==> src/rtl/regslv_pkg.sv <==
package regslv_pkg;

    typedef enum logic [1:0] {
        ST_IDLE,
        ST_GET_PTR,
        ST_WRITE,
        ST_READ
    } bus_state_e;

    localparam logic [7:0] IDX_ADDR = 8'h60;
    localparam logic [7:0] WIN_ADDR = 8'h61;
    localparam int NUM_WIDE = 4;
    localparam int SUB_W    = 3;
    localparam int MAX_WIDE = 1 << SUB_W;

    function automatic logic [7:0] wide_addr(input int k);
        case (k)
            0:       return 8'h29;
            1:       return 8'h2D;
            2:       return 8'h4F;
            default: return 8'h7F;
        endcase
    endfunction

    function automatic logic [3:0] wide_len(input int k);
        case (k)
            0:       return 4'd5;
            1:       return 4'd4;
            2:       return 4'd2;
            default: return 4'd8;
        endcase
    endfunction

    function automatic logic wide_ro(input int k);
        return (k == 3);
    endfunction

    function automatic logic is_wide(input logic [7:0] a);
        for (int k = 0; k < NUM_WIDE; k++)
            if (a == wide_addr(k)) return 1'b1;
        return 1'b0;
    endfunction

    function automatic logic [SUB_W-1:0] wide_last(input logic [7:0] a);
        for (int k = 0; k < NUM_WIDE; k++)
            if (a == wide_addr(k)) return SUB_W'(wide_len(k) - 4'd1);
        return '0;
    endfunction

    function automatic logic ptr_holds(input logic [7:0] a);
        return is_wide(a) || (a == IDX_ADDR) || (a == WIN_ADDR);
    endfunction

endpackage

==> src/rtl/regslv_fsm.sv <==
module regslv_fsm
    import regslv_pkg::*;
(
    input  logic             clk,
    input  logic             rst_n,
    input  logic             bus_start,
    input  logic             bus_rnw,
    input  logic             bus_stop,
    input  logic             bus_wr,
    input  logic [7:0]       bus_wdata,
    input  logic             bus_rd,
    output logic [7:0]       ptr_o,
    output logic [SUB_W-1:0] sub_o,
    output logic             wr_fire_o,
    output logic             rd_fire_o
);

    bus_state_e       state_q, state_d;
    logic [7:0]       ptr_q;
    logic [SUB_W-1:0] sub_q;
    logic             quiet;
    logic             ptr_load;

    // next-state logic
    always_comb begin
        state_d = state_q;
        if (bus_start) begin
            state_d = bus_rnw ? ST_READ : ST_GET_PTR;
        end else if (bus_stop) begin
            state_d = ST_IDLE;
        end else begin
            unique case (state_q)
                ST_IDLE:    state_d = ST_IDLE;
                ST_GET_PTR: if (bus_wr) state_d = ST_WRITE;
                ST_WRITE:   state_d = ST_WRITE;
                ST_READ:    state_d = ST_READ;
            endcase
        end
    end

    // state register
    always_ff @(posedge clk or negedge rst_n) begin
        if (!rst_n) state_q <= ST_IDLE;
        else        state_q <= state_d;
    end

    // outputs: byte-movement strobes
    always_comb begin
        quiet     = !bus_start && !bus_stop;
        ptr_load  = 1'b0;
        wr_fire_o = 1'b0;
        rd_fire_o = 1'b0;
        unique case (state_q)
            ST_IDLE:    ;
            ST_GET_PTR: ptr_load  = quiet && bus_wr;
            ST_WRITE:   wr_fire_o = quiet && bus_wr;
            ST_READ:    rd_fire_o = quiet && bus_rd;
        endcase
    end

    // pointer and multi-byte position
    always_ff @(posedge clk or negedge rst_n) begin
        if (!rst_n) begin
            ptr_q <= 8'h00;
            sub_q <= '0;
        end else if (ptr_load) begin
            ptr_q <= bus_wdata;
            sub_q <= '0;
        end else if (bus_start) begin
            sub_q <= '0;
        end else if (wr_fire_o || rd_fire_o) begin
            if (ptr_holds(ptr_q)) begin
                if (is_wide(ptr_q))
                    sub_q <= (sub_q == wide_last(ptr_q)) ? '0 : sub_q + 1'b1;
            end else begin
                ptr_q <= ptr_q + 8'd1;
                sub_q <= '0;
            end
        end
    end

    assign ptr_o = ptr_q;
    assign sub_o = sub_q;


    ptr_load_chk: assert property (@(posedge clk) disable iff (!rst_n)
        (state_q == ST_GET_PTR && bus_wr && !bus_start && !bus_stop)
        |=> (ptr_q == $past(bus_wdata) && sub_q == '0 && state_q == ST_WRITE));


    ptr_step_chk: assert property (@(posedge clk) disable iff (!rst_n)
        ((wr_fire_o || rd_fire_o) && !ptr_holds(ptr_q))
        |=> (ptr_q == $past(ptr_q) + 8'd1));


    ptr_hold_chk: assert property (@(posedge clk) disable iff (!rst_n)
        ((wr_fire_o || rd_fire_o) && ptr_holds(ptr_q))
        |=> (ptr_q == $past(ptr_q)));


    sub_range_chk: assert property (@(posedge clk) disable iff (!rst_n)
        (sub_q <= wide_last(ptr_q)));


    sub_restart_chk: assert property (@(posedge clk) disable iff (!rst_n)
        bus_start |=> (sub_q == '0));

endmodule

==> src/rtl/regslv_regs.sv <==
module regslv_regs
    import regslv_pkg::*;
#(
    parameter int PLAIN_COUNT = 32,
    parameter int RO_BASE     = 32,
    parameter int RO_COUNT    = 8
) (
    input  logic             clk,
    input  logic             rst_n,
    input  logic [7:0]       ptr_i,
    input  logic [SUB_W-1:0] sub_i,
    input  logic             wr_fire_i,
    input  logic [7:0]       wdata_i,
    output logic [7:0]       rd_byte_o
);

    localparam int PLAIN_AW = $clog2(PLAIN_COUNT);

    logic [7:0] plain_q [PLAIN_COUNT];
    logic [7:0] wide_rd [NUM_WIDE];
    logic       in_plain;
    logic       in_ro;

    assign in_plain = int'(ptr_i) < PLAIN_COUNT;
    assign in_ro    = (int'(ptr_i) >= RO_BASE) && (int'(ptr_i) < RO_BASE + RO_COUNT);

    always_ff @(posedge clk or negedge rst_n) begin
        if (!rst_n) begin
            for (int i = 0; i < PLAIN_COUNT; i++) plain_q[i] <= 8'h00;
        end else if (wr_fire_i && in_plain) begin
            plain_q[ptr_i[PLAIN_AW-1:0]] <= wdata_i;
        end
    end

    for (genvar k = 0; k < NUM_WIDE; k++) begin : g_wide
        if (wide_ro(k)) begin : g_ro
            assign wide_rd[k] = 8'hC0 | {5'b0, sub_i};
        end else begin : g_rw
            logic [7:0] wb_q [MAX_WIDE];
            always_ff @(posedge clk or negedge rst_n) begin
                if (!rst_n) begin
                    for (int i = 0; i < MAX_WIDE; i++) wb_q[i] <= 8'h00;
                end else if (wr_fire_i && ptr_i == wide_addr(k)) begin
                    wb_q[sub_i] <= wdata_i;
                end
            end
            assign wide_rd[k] = wb_q[sub_i];
        end
    end

    always_comb begin
        rd_byte_o = 8'h00;
        if (in_plain) begin
            rd_byte_o = plain_q[ptr_i[PLAIN_AW-1:0]];
        end else if (in_ro) begin
            rd_byte_o = 8'hA0 | 8'(int'(ptr_i) - RO_BASE);
        end else begin
            for (int k = 0; k < NUM_WIDE; k++)
                if (ptr_i == wide_addr(k)) rd_byte_o = wide_rd[k];
        end
    end


    ro_value_chk: assert property (@(posedge clk) disable iff (!rst_n)
        in_ro |-> (rd_byte_o[7:4] == 4'hA));

endmodule

==> src/rtl/regslv_bank.sv <==
module regslv_bank
    import regslv_pkg::*;
#(
    parameter int DEPTH = 200
) (
    input  logic                     clk,
    input  logic                     rst_n,
    input  logic [7:0]               ptr_i,
    input  logic                     wr_fire_i,
    input  logic                     rd_fire_i,
    input  logic [7:0]               wdata_i,
    output logic [$clog2(DEPTH)-1:0] idx_o,
    output logic [7:0]               win_byte_o
);

    localparam int IW = $clog2(DEPTH);

    logic [7:0]    mem_q [DEPTH];
    logic [IW-1:0] idx_q;
    logic          at_win;
    logic          at_idx;

    assign at_win = (ptr_i == WIN_ADDR);
    assign at_idx = (ptr_i == IDX_ADDR);

    always_ff @(posedge clk or negedge rst_n) begin
        if (!rst_n) begin
            idx_q <= '0;
        end else if (wr_fire_i && at_idx) begin
            idx_q <= (int'(wdata_i) >= DEPTH) ? IW'(DEPTH - 1) : IW'(wdata_i);
        end else if ((wr_fire_i || rd_fire_i) && at_win) begin
            idx_q <= (int'(idx_q) == DEPTH - 1) ? '0 : idx_q + 1'b1;
        end
    end

    always_ff @(posedge clk or negedge rst_n) begin
        if (!rst_n) begin
            for (int i = 0; i < DEPTH; i++) mem_q[i] <= 8'h00;
        end else if (wr_fire_i && at_win) begin
            mem_q[idx_q] <= wdata_i;
        end
    end

    assign idx_o      = idx_q;
    assign win_byte_o = mem_q[idx_q];


    idx_range_chk: assert property (@(posedge clk) disable iff (!rst_n)
        int'(idx_q) < DEPTH);


    idx_step_chk: assert property (@(posedge clk) disable iff (!rst_n)
        ((wr_fire_i || rd_fire_i) && at_win)
        |=> (idx_q == ((int'($past(idx_q)) == DEPTH - 1) ? '0 : $past(idx_q) + 1'b1)));


    idx_clamp_chk: assert property (@(posedge clk) disable iff (!rst_n)
        (wr_fire_i && at_idx && int'(wdata_i) >= DEPTH) |=> (int'(idx_q) == DEPTH - 1));

endmodule

==> src/rtl/regslv_core.sv <==
module regslv_core
    import regslv_pkg::*;
#(
    parameter int PLAIN_COUNT = 32,
    parameter int RO_BASE     = 32,
    parameter int RO_COUNT    = 8,
    parameter int BANK_DEPTH  = 200
) (
    input  logic       clk,
    input  logic       rst_n,
    input  logic       bus_start,
    input  logic       bus_rnw,
    input  logic       bus_stop,
    input  logic       bus_wr,
    input  logic [7:0] bus_wdata,
    input  logic       bus_rd,
    output logic [7:0] bus_rdata
);

    localparam int IW = $clog2(BANK_DEPTH);

    logic [7:0]       ptr;
    logic [SUB_W-1:0] sub;
    logic             wr_fire;
    logic             rd_fire;
    logic [7:0]       reg_byte;
    logic [IW-1:0]    bank_idx;
    logic [7:0]       win_byte;

    regslv_fsm i_fsm (
        .clk       (clk),
        .rst_n     (rst_n),
        .bus_start (bus_start),
        .bus_rnw   (bus_rnw),
        .bus_stop  (bus_stop),
        .bus_wr    (bus_wr),
        .bus_wdata (bus_wdata),
        .bus_rd    (bus_rd),
        .ptr_o     (ptr),
        .sub_o     (sub),
        .wr_fire_o (wr_fire),
        .rd_fire_o (rd_fire)
    );

    regslv_regs #(
        .PLAIN_COUNT (PLAIN_COUNT),
        .RO_BASE     (RO_BASE),
        .RO_COUNT    (RO_COUNT)
    ) i_regs (
        .clk       (clk),
        .rst_n     (rst_n),
        .ptr_i     (ptr),
        .sub_i     (sub),
        .wr_fire_i (wr_fire),
        .wdata_i   (bus_wdata),
        .rd_byte_o (reg_byte)
    );

    regslv_bank #(
        .DEPTH (BANK_DEPTH)
    ) i_bank (
        .clk        (clk),
        .rst_n      (rst_n),
        .ptr_i      (ptr),
        .wr_fire_i  (wr_fire),
        .rd_fire_i  (rd_fire),
        .wdata_i    (bus_wdata),
        .idx_o      (bank_idx),
        .win_byte_o (win_byte)
    );

    always_comb begin
        if (ptr == IDX_ADDR)      bus_rdata = 8'(bank_idx);
        else if (ptr == WIN_ADDR) bus_rdata = win_byte;
        else                      bus_rdata = reg_byte;
    end


    no_double_fire_chk: assert property (@(posedge clk) disable iff (!rst_n)
        !(wr_fire && rd_fire));

endmodule

==> config.mk <==
export PLATFORM = sky130hd
export DESIGN_NAME = regslv_core
export DESIGN_NICKNAME = d
export VERILOG_FILES = /design/src/rtl/regslv_pkg.sv /design/src/rtl/regslv_fsm.sv /design/src/rtl/regslv_regs.sv /design/src/rtl/regslv_bank.sv /design/src/rtl/regslv_core.sv
export SDC_FILE = /design/constraint.sdc
export NUM_CORES = 2
export LEC_CHECK = 0
export ABC_AREA = 1
export BUFFER_PORTS_ARGS = -buffer_cell sky130_fd_sc_hd__buf_2
export CAP_MARGIN = 20
export CORE_UTILIZATION = 60
export CTS_CLUSTER_DIAMETER = 200
export DETAILED_ROUTE_END_ITERATION = 10
export PLACE_DENSITY = 0.76
export RECOVER_POWER = 25
export SLEW_MARGIN = 20
export SYNTH_ARGS = -nofsm -noshare
export SYNTH_HDL_FRONTEND = slang
export SYNTH_SLANG_ARGS = --single-unit
==> constraint.sdc <==
create_clock -name clk -period 6.9 [get_ports clk]
set_input_delay 1.38 -clock clk [delete_from_list [all_inputs] [get_ports clk]]
set_output_delay 1.38 -clock clk [all_outputs]
set_load 0.05 [all_outputs]
* Word-level counts from Yosys, hierarchy flattened *
Index checks and enable logic that the tools add are counted.

word-level totals
  flip-flop bits (word level) = 2,069
  bits of input ports = 15
  output and inout bits = 8
  word-level logic and storage cells = 616

operators by class
  $add $sub $neg = 8
  $lt $le $gt $ge = 10
  equal/unequal tests = 30
  muxes and demuxes = 280
  bitwise logic cells = 3
  reduce and logical (&&, ||, !) cells = 25

operator list
  operator                                                     count
  bitwise mux 1600 bit                                         1
  two-way mux 8 bit                                            103
  bitwise mux 256 bit                                          1
  bitwise mux 64 bit                                           3
  two-way mux 3 bit                                            49
  equality test 8 bit                                          16
  two-way mux 1 bit                                            110
  binary-select mux 8 bit (select 3 bit)                       3
  binary-select mux 8 bit (select 8 bit)                       1
  demux 8 bit (select 8 bit)                                   1
  binary-select mux 8 bit (select 5 bit)                       1
  demux 8 bit (select 5 bit)                                   1
  equality test 8 x 7 -> 1 bit (second input constant)         4
  demux 8 bit (select 3 bit)                                   1
  adder 8 x 1 -> 8 bit (second input constant)                 2
  equality test 8 x 6 -> 1 bit (second input constant)         2
  less-than comparator 8 x 6 -> 1 bit (second input constant)  2
  logical AND 1 bit                                            14
  subtractor 3 x 1 -> 3 bit (second input constant)            4
  >= comparator 9 bit (second input constant)                  1
  less-than comparator 9 x 1 -> 1 bit (second input constant)  1
  NOT 8 -> 9 bit                                               1
  >= comparator 8 x 6 -> 1 bit (second input constant)         1
  >= comparator 8 bit (second input constant)                  1
  other kinds (23)                                             32

* Longest topological paths before layout *
  depth in word-level cells = 190
  gate-level depth with buffers = 18
  mapped depth without buffers = 15

* Hierarchy *
Synthesis repeated with hierarchy kept, for this count alone.

unflattened totals
  cell total of the unflattened synthesis = 13,249
  area, all modules = 98,961.2 um^2

by module, submodules not included
  module       instances  cells each  area each (um^2)  sequential area each (um^2)
  regslv_bank  1          10,359      76,962.6          40,238.6
  regslv_regs  1          2,663       20,566.0          11,210.8
  regslv_fsm   1          155         1,053.5           325.3
  regslv_core  1          72          379.1             0.0

* Worst setup path before layout *
OpenSTA, ideal clock, no wires.

  path kind = register -> output
  from = reg i_fsm.ptr_q[0] (netlist: i_fsm.ptr_o[0])
  to = out bus_rdata[4]
  data arrival time = 2.570 ns
  required time = 5.520 ns
  setup slack = 2.950 ns
  cell stages (with the launch flop) = 12
  buffers on the path = 3
  path through = dfrtp_1 clkbuf_1 inv_1 clkbuf_1 clkbuf_1 ha_1 inv_1 nor3_1 inv_1 nor2_1 nor2_1 nand2_1

on the way
  word-level cells in the longest chain between the ends = 9
  elaborated cells on any way between the ends = 23
  those cells by class = add/sub (1); order compare (3); eq/ne (6); mux (11); bitwise (1); reduce/logical (1)

RTL lines
  what                             line               text
  start, declared                  regslv_fsm.sv:19   logic [7:0] ptr_q;
  start signal, assigned           regslv_fsm.sv:67   ptr_q <= bus_wdata;
  start signal, assigned           regslv_fsm.sv:76   ptr_q <= ptr_q + 8'd1;
  equality test 8 bit              regslv_regs.sv:59  if (ptr_i == wide_addr(k)) rd_byte_o = wide_rd[k];
  two-way mux 8 bit (4 in series)  regslv_regs.sv:59
  two-way mux 8 bit                regslv_regs.sv:55  end else if (in_ro) begin
  two-way mux 8 bit                regslv_regs.sv:53  if (in_plain) begin
  two-way mux 8 bit                regslv_core.sv:74  else if (ptr == WIN_ADDR) bus_rdata = win_byte;
  two-way mux 8 bit (*)            regslv_core.sv:73  if (ptr == IDX_ADDR) bus_rdata = 8'(bank_idx);
  end, declared                    regslv_core.sv:17  output logic [7:0] bus_rdata

Every way passes the cells marked *; elsewhere a longest branch is shown, timed or not. The select of a mux whose other input is x is not followed.

* Worst setup path in the final report *
  from = reg i_bank.idx_q[0] (netlist: i_bank.idx_o[0])
  to = out bus_rdata[7]

on the way
  word-level cells in the longest chain between the ends = 6

RTL lines
  what                                                   line               text
  start, declared                                        regslv_bank.sv:19  logic [IW-1:0] idx_q;
  start signal, assigned                                 regslv_bank.sv:30  idx_q <= (int'(wdata_i) >= DEPTH) ? IW'(DEPTH - 1) : IW'(wdata_i);
  start signal, assigned                                 regslv_bank.sv:32  idx_q <= (int'(idx_q) == DEPTH - 1) ? '0 : idx_q + 1'b1;
  NOT 8 -> 9 bit (implied by the code)                   regslv_bank.sv:45  assign win_byte_o = mem_q[idx_q];
  binary-select mux 8 bit (select 8 bit)                 regslv_bank.sv:45
  two-way mux 8 bit (implied by the code) (2 in series)  regslv_bank.sv:45
  two-way mux 8 bit                                      regslv_core.sv:74
  two-way mux 8 bit                                      regslv_core.sv:73

Every way passes these cells. The select of a mux whose other input is x is not followed.

==> results.md <==
- Status: complete, but fails checks
- Violated checks: capacitance limit, slew limit
- Share of layout cells above drive strength 1: 0.0463
- Worst Hold Class: register to register
- H-tree levels: 4
- Asr flop ratio synth: 1.00
- Final Max Slew Viols: 727
- Antenna violations before repair: 4
- Detailed Route WL: 280 mm
- Synthesis-to-finish area growth: 8.21%
- Yosys top cell by area: dfrtp_1
- Gate Count Post-Synth: 12200
- Worst-path cell chain: buf_4 -> buf_4 -> o21ai_0 -> o21ai_0 -> nand2_1 -> nand2_1 -> o21ai_0 -> nand2_1 -> nor2_1 -> nor2_1 -> nor2_1 -> nand2_1 -> nand2_1 -> nand2_1 -> buf_2
- Core area: 157000 µm²
- Clock Latency Late Sink: 0.86 ns
- Remaining Overflow, GRT: 0
- Synth Area in Adders: 0.00145
- Via count of the routed design: 83200
- Clk_skew: 0.0382 ns
- XOR/XNOR Fraction of Synth Area: 0.000645
- Synth cell types: 40
- Clk buf depth: 3
- Post-route antenna net violation count: 0
- CP max stage cell: buf_4
- Syn_area_per_cell: 7.76 µm²
- Nets: 11700
- Mux cell area share after synthesis: 0
- Synth top area share: 0.545
- Ranking of synthesized cells by area: dfrtp_1 (54%), nand2_1 (17%), o21ai_0 (15%), nor2_1 (5.1%), clkbuf_1 (3.2%)
- Register clock-pin slew on the reported worst setup and hold paths: 0.06 ns
- Minimum clock period: 6.29 ns
- Required time of the critical path: 5.52 ns
- DR WL/cell: 20.1 µm
- CTS resizes: 0
- CP Capture Type: output pin
- Static Leak: 48.8 nW
- Die Width: 400 µm
- Clock root buffer: clkbuf_16
- Initial drt markers: 9894
- Post-layout util: 0.656
- Drt drc: 0
- Critical path type: register to output pin
- Worst Setup Start Kind: register
- Endpoints failing hold: 0
- Pwr/cell area: 275 nW/µm²
- FP Rows: 145
- Post-CTS Setup Inserts: 0
- Fin crit share: 0.912
- Clock sink count: 2069
- Syn nets: 12300
- Tot GR Track Use: 0.354
- CTS tree: built
- Maximum vdd drop: 0.502 mV
- Number of flops mapped to enable cells by yosys: 0
- Combinational family with the most area after synthesis: simple AND/OR/NAND/NOR gates
- Final setup vio count: 0
- Placer congestion estimate: 0.925
- Vias in the first global route: 79000
- # IOs: 23
- Die Height: 400 µm
- Synth Warn #: 0
- Max cap viols: 11
- Vias per cell: 5.97
- Simple-Gate Fraction of Synth Area: 0.236
- Dpl hpwl: 161 mm
- Worst slew pin tran: 3.82 ns
- Post-synthesis instance area: 95000 µm²
- Fmax achieved: 159 MHz
- CP Max Fanout: 69
- Worst stage delay on the critical path: 0.71 ns
- Initial Util: 0.606
- PortBufs: 22
- Number of synthesized register bits: 2069
- Largest net degree at the start of global routing: 194
- Compound-gate portion of the synthesized area: 0.167
- Die Area: 160000 µm²
- Unrepaired setup endpoints after global routing: no
- Cts bufs inserted: 207
- Register area share after synthesis: 0.545
- Slew HR: -1.55
- DR pass1 iterations: 6
- Most frequent CP cell: nand2_1
- Critical Path AT: 4.91 ns
- # hold bufs at CTS: 0
- First-pass GRT wire length: 447 mm
- Accumulated negative setup slack: 0 ns
- Main synth FF type: dfrtp_1
cell usage after synthesis (9+ instances only):
| library cell | n |
|---|---|
| a21oi_1 | 29 |
| a22oi_1 | 18 |
| buf_1 | 51 |
| buf_2 | 32 |
| buf_6 | 12 |
| clkbuf_1 | 799 |
| dfrtp_1 | 2069 |
| ha_1 | 11 |
| inv_1 | 347 |
| nand2_1 | 4198 |
| nand2_4 | 10 |
| nand3_1 | 205 |
| nand4_1 | 49 |
| nor2_1 | 1290 |
| o21ai_0 | 2908 |
| o21ai_1 | 9 |
| o22ai_1 | 121 |
registers in the layout (all words and copies together) (netlist names):
name                     flops
i_fsm.sub_o                  3
i_bank.idx_o                 8
i_fsm.state_q                2
i_regs.plain_q             256
i_regs.g_wide.g_rw.wb_q    192
i_fsm.ptr_o                  8
i_bank.mem_q              1600
logic make-up after synthesis:
kind of cell    after synthesis
fa+ha+maj                    11
xor+xnor                      7
compound gates             3109
flops                      2069
buf+inv                    1253
simple gates               5788
where the power goes:
| group | internal (W) | total, W | switching (W) |
|---|---|---|---|
| Sequential | 0.0122 | 0.0123 | 0.000117 |
| Combinational | 0.00107 | 0.00430 | 0.00323 |
| Clock | 0.00675 | 0.0116 | 0.00490 |
| Total | 0.0200 | 0.0283 | 0.00824 |
worst paths after layout:
check / from / endpoint / slack [ns] / cells past startpoint
max: i_bank.idx_o[0] / bus_rdata[7] / 0.61 / 15
min: i_bank.mem_q[1281] / i_bank.mem_q[1281] / 0.48 / 2
max reg2reg: i_bank.idx_o[0] / i_bank.mem_q[671] / 2.52 / 9
min reg2reg: i_bank.mem_q[1281] / i_bank.mem_q[1281] / 0.48 / 2
max in group asynchronous: rst_n / i_bank.mem_q[486] / 1.15 / 2
min in group asynchronous: rst_n / i_bank.mem_q[860] / 1.77 / 1
cell usage in the layout (no fill, tap or decap), types with 29 or more instances in the layout:
cell type,instances
inv_1,337
o22ai_1,121
a21oi_1,29
nand4_1,49
buf_12,35
dfrtp_1,2065
o21ai_0,2908
nor2_1,1270
nand3_1,205
nand2_1,4198
clkbuf_1,60
buf_4,74
clkinv_2,44
clkbuf_16,210
clkbuf_8,55
critical path, delay by kind of cell, from the launching register on:
kind / cells / cell delay [ns]
buffers and inverters: 3 / 1.60
AND/OR/NAND/NOR: 9 / 1.24
flip-flops: 1 / 0.55
AO/OA/AOI/OAI: 3 / 0.53
routing by layer:
| layer | track usage | share of wire |
|---|---|---|
| met4 | 0.160 | 0.048 |
| met5 | 0 | 0.00022 |
| met2 | 0.542 | 0.45 |
| met1 | 0.490 | 0.41 |
| met3 | 0.0723 | 0.092 |
stage by stage:
stage	cell area [µm²]	setup WS, ns	hold slack, ns	power, W	std cells
4_1_cts	103000	0.737	0.482	0.0282	13900
6_report	103000	0.607	0.477	0.0283	13900
3_5_place_dp	95800	1.64	0.467	0.0167	13500
5_1_grt	103000	0.271	0.493	0.0292	13900
2_1_floorplan	95000	2.95	0.446	0.0152	12200
3_3_place_gp	95800	1.64	0.460	0.0167	13500
cell type report:
type	count	area [µm²]
clock buffer	311	6180
timing repair buffer	149	1460
clock inverter	76	881
sequential	2069	51800
inverter	359	1430
fill	13100	53900
tap	2058	2570
multi-input combinational	8915	38500
antenna	2	5.00
Note: power is estimated with default switching activity, not from simulation.
